===== config.mk =====
export PLATFORM = sky130hd
export DESIGN_NAME = irq_aggregator
export DESIGN_NICKNAME = d
export VERILOG_FILES = /design/src/rtl/irq_agg_pkg.sv /design/src/rtl/irq_sync.sv /design/src/rtl/irq_route.sv /design/src/rtl/irq_vector.sv /design/src/rtl/irq_aggregator.sv
export SDC_FILE = /design/constraint.sdc
export NUM_CORES = 1
export LEC_CHECK = 0
export BUFFER_PORTS_ARGS = -buffer_cell sky130_fd_sc_hd__clkbuf_2
export CAP_MARGIN = 20
export CORE_UTILIZATION = 46
export CTS_BUF_LIST = sky130_fd_sc_hd__clkbuf_16
export CTS_CLUSTER_SIZE = 25
export DETAILED_ROUTE_END_ITERATION = 8
export SYNTH_ARGS = -nofsm -noshare
export SYNTH_HDL_FRONTEND = slang
export SYNTH_HIERARCHICAL = 1
export SYNTH_SLANG_ARGS = --single-unit

===== constraint.sdc =====
create_clock -name clk -period 9.15 [get_ports clk]
set_input_delay 0.4575 -clock clk [delete_from_list [all_inputs] [get_ports clk]]
set_output_delay 0.4575 -clock clk [all_outputs]
set_load 0.03 [all_outputs]

===== src/rtl/irq_agg_pkg.sv =====
package irq_agg_pkg;
  localparam int ADDR_W  = 8;
  localparam int DATA_W  = 32;
  localparam int NUM_TGT = 4;

  localparam logic [ADDR_W-1:0] OFF_STATUS    = 8'h00;
  localparam logic [ADDR_W-1:0] OFF_MASK_BASE = 8'h10;
  localparam logic [ADDR_W-1:0] OFF_VECTOR    = 8'h20;

  typedef enum logic [1:0] {
    TGT_CPU0 = 2'd0,
    TGT_CPU1 = 2'd1,
    TGT_MC0  = 2'd2,
    TGT_MC1  = 2'd3
  } tgt_e;
endpackage


===== src/rtl/irq_sync.sv =====
module irq_sync #(
  parameter int WIDTH  = 32,
  parameter int STAGES = 2
) (
  input  logic             clk,
  input  logic             rst_n,
  input  logic [WIDTH-1:0] d,
  output logic [WIDTH-1:0] q
);
  logic [WIDTH-1:0] stage_q [STAGES];

  for (genvar s = 0; s < STAGES; s++) begin : g_stage
    logic [WIDTH-1:0] stage_d;
    if (s == 0) begin : g_first
      assign stage_d = d;
    end else begin : g_next
      assign stage_d = stage_q[s-1];
    end
    always_ff @(posedge clk or negedge rst_n) begin
      if (!rst_n) stage_q[s] <= '0;
      else        stage_q[s] <= stage_d;
    end
  end

  assign q = stage_q[STAGES-1];
endmodule


===== src/rtl/irq_route.sv =====
module irq_route #(
  parameter int NUM_SRC = 32,
  parameter int NUM_TGT = 4
) (
  input  logic                            clk,
  input  logic                            rst_n,
  input  logic [NUM_SRC-1:0]              status,
  input  logic [NUM_TGT-1:0]              mask_we,
  input  logic [NUM_SRC-1:0]              mask_wdata,
  output logic [NUM_TGT-1:0][NUM_SRC-1:0] mask_q,
  output logic [NUM_TGT-1:0]              out_q
);
  logic [NUM_TGT-1:0][NUM_SRC-1:0] mask_d;
  logic [NUM_TGT-1:0]              out_d;

  for (genvar t = 0; t < NUM_TGT; t++) begin : g_tgt
    always_comb begin
      mask_d[t] = mask_q[t];
      if (mask_we[t]) mask_d[t] = mask_wdata;
      out_d[t] = |(status & mask_q[t]);
    end

    always_ff @(posedge clk or negedge rst_n) begin
      if (!rst_n) begin
        mask_q[t] <= '0;
        out_q[t]  <= 1'b0;
      end else begin
        if (mask_we[t]) mask_q[t] <= mask_d[t];
        out_q[t] <= out_d[t];
      end
    end

    // a mask changes only through its own write strobe
    assert_mask_hold_R3: assert property (@(posedge clk) disable iff (!rst_n)
      !mask_we[t] |=> $stable(mask_q[t]));

    // no enabled pending source leaves the output low a cycle later
    assert_out_quiet_R4: assert property (@(posedge clk) disable iff (!rst_n)
      ((status & mask_q[t]) == '0) |=> !out_q[t]);

    // any enabled pending source raises this output regardless of others
    assert_out_fire_R5: assert property (@(posedge clk) disable iff (!rst_n)
      ((status & mask_q[t]) != '0) |=> out_q[t]);
  end
endmodule


===== src/rtl/irq_vector.sv =====
module irq_vector #(
  parameter int NUM_SRC = 32,
  localparam int IDX_W  = $clog2(NUM_SRC)
) (
  input  logic [NUM_SRC-1:0] active,
  output logic               valid,
  output logic [IDX_W-1:0]   idx
);
  always_comb begin
    valid = 1'b0;
    idx   = '0;
    for (int i = 0; i < NUM_SRC; i++) begin
      if (active[i]) begin
        valid = 1'b1;
        idx   = IDX_W'(i);
      end
    end
  end
endmodule


===== src/rtl/irq_aggregator.sv =====
module irq_aggregator
  import irq_agg_pkg::*;
#(
  parameter int NUM_SRC = 32,
  localparam int IDX_W  = $clog2(NUM_SRC)
) (
  input  logic               clk,
  input  logic               rst_n,
  input  logic [NUM_SRC-1:0] src_i,
  input  logic               wr_en,
  input  logic               rd_en,
  input  logic [ADDR_W-1:0]  addr,
  input  logic [DATA_W-1:0]  wdata,
  output logic [DATA_W-1:0]  rdata,
  output logic [1:0]         cpu_irq_o,
  output logic [1:0]         mcheck_o
);
  // reset: asserted asynchronously, released on a clock edge
  logic rst_sync_n;
  irq_sync #(.WIDTH(1), .STAGES(2)) u_rst_sync (
    .clk(clk), .rst_n(rst_n), .d(1'b1), .q(rst_sync_n)
  );

  // source synchroniser; its last stage is the status register
  logic [NUM_SRC-1:0] status;
  irq_sync #(.WIDTH(NUM_SRC), .STAGES(2)) u_src_sync (
    .clk(clk), .rst_n(rst_sync_n), .d(src_i), .q(status)
  );

  // write decode
  logic [NUM_TGT-1:0] mask_we;
  always_comb begin
    for (int t = 0; t < NUM_TGT; t++) begin
      mask_we[t] = wr_en && (addr == OFF_MASK_BASE + ADDR_W'(4 * t));
    end
  end

  logic [NUM_TGT-1:0][NUM_SRC-1:0] mask_q;
  logic [NUM_TGT-1:0]              out_q;
  irq_route #(.NUM_SRC(NUM_SRC), .NUM_TGT(NUM_TGT)) u_route (
    .clk(clk), .rst_n(rst_sync_n), .status(status), .mask_we(mask_we),
    .mask_wdata(wdata[NUM_SRC-1:0]), .mask_q(mask_q), .out_q(out_q)
  );

  assign cpu_irq_o = {out_q[TGT_CPU1], out_q[TGT_CPU0]};
  assign mcheck_o  = {out_q[TGT_MC1],  out_q[TGT_MC0]};

  // vector for CPU 0
  logic [NUM_SRC-1:0] active0;
  logic               vec_valid;
  logic [IDX_W-1:0]   vec_idx;
  assign active0 = status & mask_q[TGT_CPU0];
  irq_vector #(.NUM_SRC(NUM_SRC)) u_vector (
    .active(active0), .valid(vec_valid), .idx(vec_idx)
  );

  logic [DATA_W-1:0] vec_word;
  always_comb begin
    vec_word               = '0;
    vec_word[DATA_W-1]     = vec_valid;
    vec_word[IDX_W-1:0]    = vec_valid ? vec_idx : '0;
  end

  // read mux and read data register
  logic [DATA_W-1:0] rdata_d;
  always_comb begin
    rdata_d = '0;
    if (addr == OFF_STATUS) rdata_d = DATA_W'(status);
    if (addr == OFF_VECTOR) rdata_d = vec_word;
    for (int t = 0; t < NUM_TGT; t++) begin
      if (addr == OFF_MASK_BASE + ADDR_W'(4 * t)) rdata_d = DATA_W'(mask_q[t]);
    end
  end

  always_ff @(posedge clk or negedge rst_sync_n) begin
    if (!rst_sync_n)  rdata <= '0;
    else if (rd_en)   rdata <= rdata_d;
  end

  // read data holds between reads
  assert_rdata_hold_R8: assert property (@(posedge clk) disable iff (!rst_sync_n)
    !rd_en |=> $stable(rdata));

  // a valid vector points at a pending enabled source
  assert_vec_hit_R6: assert property (@(posedge clk) disable iff (!rst_sync_n)
    vec_valid |-> active0[vec_idx]);

  // nothing above the reported index is pending and enabled
  assert_vec_top_R6: assert property (@(posedge clk) disable iff (!rst_sync_n)
    vec_valid |-> ((active0 >> vec_idx) == NUM_SRC'(1)));

  // no valid flag means nothing enabled is pending
  assert_vec_empty_R6: assert property (@(posedge clk) disable iff (!rst_sync_n)
    !vec_valid |-> (active0 == '0));

  // only exact mask offsets can produce a write strobe
  assert_ro_write_R7: assert property (@(posedge clk) disable iff (!rst_sync_n)
    (wr_en && (addr == OFF_STATUS || addr == OFF_VECTOR)) |-> (mask_we == '0));
endmodule


==> flow_summary.json <==
{
  "nets": 1028,
  "vias_per_cell": 6.14,
  "switchingPower_uw": 602,
  "crit_buf_inv": 0,
  "p_per_area_nw_per_um2": 193,
  "finalWorstSetupSlack_ns": 6.04,
  "drc": 0,
  "grt_pass1_vias": 7487,
  "antenna_left": 0,
  "finalCriticalPeriod_ns": 3.11,
  "start_kind": "register",
  "clockBufferDepth": 3,
  "antennaDiodeCount": 0,
  "cts_setup_buffers": 0,
  "p_comb_frac": 0.092,
  "whs_ns": 0.0152,
  "rsz0062_at_grt": "false",
  "overflow": 0,
  "vias": 7718,
  "synth_ff_type": "dfrtp_1",
  "ys_ff_latch": 230,
  "setup_viol": 0,
  "cp_top_family": "simple AND/OR/NAND/NOR gates",
  "irDropWorstVdd_mv": 0.121,
  "finalSetupTns_ns": 0,
  "cts.sinks": 230,
  "cts_root_buffer": "clkbuf_16",
  "met3_usage": 0.0414,
  "sw_frac_of_total": 0.254,
  "yosysWarnings": 6,
  "gr-usage-met2": 0.377,
  "relSlewSlack": 0.352,
  "critical_path_arrival_ns": 3.50,
  "worstPathRequired_ns": 9.54,
  "grt_max_degree": 77,
  "p_leak_uw": 0.00567,
  "cts_tree": "done",
  "synthToLayoutAreaGrowth_pct": 15.7,
  "final_cell_mix": "dfrtp_1, mux2_2, clkbuf_2",
  "gr-usage-met1": 0.386,
  "drt_iter0_markers": 642,
  "io_pins": 112,
  "cts_max_level": 1,
  "path_class": "reg2reg",
  "post-place-ws_ns": 5.61,
  "worst_clock_skew_ns": 0.0195,
  "port_buffers": 111,
  "slowest_stage": "or4_1",
  "antenna_found_initial": 0,
  "post-route-period-util": 0.340,
  "syn-num-nets": 925,
  "die_y_microns": 154,
  "die_w_microns": 154,
  "synth_top_area_cell": "dfrtp_1",
  "synth_area_sq_um": 10600,
  "crit_path_max_incr_delay_ns": 0.57,
  "outcome": "complete, no violations",
  "place_hpwl_microns": 20100,
  "crit_chain": "and2_1 > nor4_2 > and3_1 > nand3_2 > or4_1 > nor4b_1 > a32o_1 > a222oi_1 > o221ai_1",
  "grt_usage": 0.257,
  "synth_area_leaders": "dfrtp_1, mux2_2, a22oi_1",
  "synth_top_cell_area_share": 0.544,
  "fin_util": 0.542,
  "insertion_delay_ns": 0.54,
  "hold_viol": 0,
  "ys_types": 62,
  "fp.coreArea_sq_um": 22600,
  "drv_cap": 0,
  "first_pass_iters": 7,
  "report.final.slew_viol_count": 0,
  "crit_fanout": 6,
  "grt.busiest_layer": "met1",
  "drive_gt1_frac": 0.338,
  "synth_edf_count": 0,
  "synth-seq-area-share": 0.544,
  "final_common_cell": "dfrtp_1",
  "fmax_mhz": 321,
  "grt_first_pass_wirelength_microns": 45700,
  "finalPower_uw": 2370,
  "synthArstFlopShare": 1.00,
  "end_kind": "register",
  "seqPwrFrac": 0.472,
  "wl_per_cell_microns": 23.8,
  "synthCells": 849,
  "rows": 55,
  "worst_slew_pin_slew_ns": 0.973,
  "power_frac_clock": 0.435,
  "p_int_uw": 1770,
  "initial_core_util": 0.469,
  "syn_avg_cell_area_sq_um": 12.5,
  "routed_wl_microns": 29800,
  "gp_congestion": 0.906,
  "holdCritPathClass": "in2reg",
  "clk_pin_slew_ns": 0.06,
  "design.die.area_sq_um": 23600,
  "cts_made_buffers": 25
}
-- through the flow --
step / instance area, sq um / cells
after detailed placement: 11400 / 1207
after global routing: 12200 / 1256
after floorplan: 10600 / 849
after CTS: 12200 / 1254
after global placement: 11400 / 1207
final: 12200 / 1256
-- repair_timing --
item / in CTS / in global routing
gates resized for setup: 0 / 0
hold endpoints to repair: 2 / 1
hold buffers: 1 / 1
-- kinds of logic (layout without fill, tap and decap cells) --
| family | count (synthesis) | in the layout | share of synthesized area |
|---|---|---|---|
| AOI/OAI and AO/OA | 223 | 223 | 0.165 |
| buffers and inverters | 58 | 180 | 0.0246 |
| muxes | 155 | 155 | 0.162 |
| DFF | 230 | 230 | 0.544 |
| and+or+nand+nor | 182 | 182 | 0.104 |
| other | 1 | 1 | 0.000355 |
-- cell type report --
class	instances	area, sq um
Inverter	10	37.5
Clock inverter	21	215
Clock buffer	25	626
Sequential cell	230	5760
Fill cell	1964	10300
Multi-Input combinational cell	561	4570
Tap cell	285	357
Timing Repair Buffer	124	673
-- state kept, by name (all words and copies together) (netlist names) --
name and cells:
u_src_sync/q 32, u_rst_sync/g_stage.stage_d 1, u_rst_sync/q 1, u_src_sync/g_stage.stage_d 32
u_route/out_q 4, u_route/mask_q 128, rdata 32
-- layer usage --
metal  vias up  share of wire
li1       3428              -
met3        54          0.074
met2       312           0.44
met4         0          0.031
met5         -              0
met1      3924           0.46
-- synth_stat cells (3+ instances only) --
cell type,count
dfrtp_1,230
mux2_2,119
a22oi_1,62
nor2b_1,36
a21oi_1,35
and2_1,33
nand2_1,28
mux2i_1,27
buf_2,25
o22a_1,23
clkbuf_1,20
nor2_1,19
nand4_1,16
a211oi_2,14
o31ai_2,14
o21ai_0,13
a211oi_1,10
inv_1,10
o31ai_1,10
mux2_1,9
nor3_1,8
nand3_1,7
or4_1,7
o21ai_1,6
a31oi_1,5
a21o_1,4
a222oi_1,4
a32o_1,4
nor4_1,4
o221ai_1,4
and3_1,3
nor4_2,3
-- worst paths after layout --
path / start / to / slack [ns] / cells past startpoint
worst max-delay path: u_src_sync/q[24] / rdata[2] / 6.04 / 9
worst min-delay path: src_i[15] / u_src_sync/g_stage[1].stage_d[15] / 0.02 / 1
worst max register to register: u_src_sync/q[24] / rdata[2] / 6.04 / 9
worst min register to register: u_rst_sync/q / u_src_sync/g_stage[1].stage_d[28] / 0.25 / 0
max in group asynchronous: u_rst_sync/q / u_route/out_q[2] / 6.94 / 2
min in group asynchronous: rst_n / u_rst_sync/q / 0.24 / 2
-- power by group through the flow --
stage / clock, uW / sequential [uW] / combinational (uW)
finish: 1030 / 1120 / 219
global route: 1090 / 1120 / 235
CTS: 1060 / 1120 / 217
detailed placement: 0 / 1140 / 216
global placement: 0 / 1130 / 215
floorplan: 0 / 1150 / 109
No activity file was read; power rests on OpenSTA's default activity.
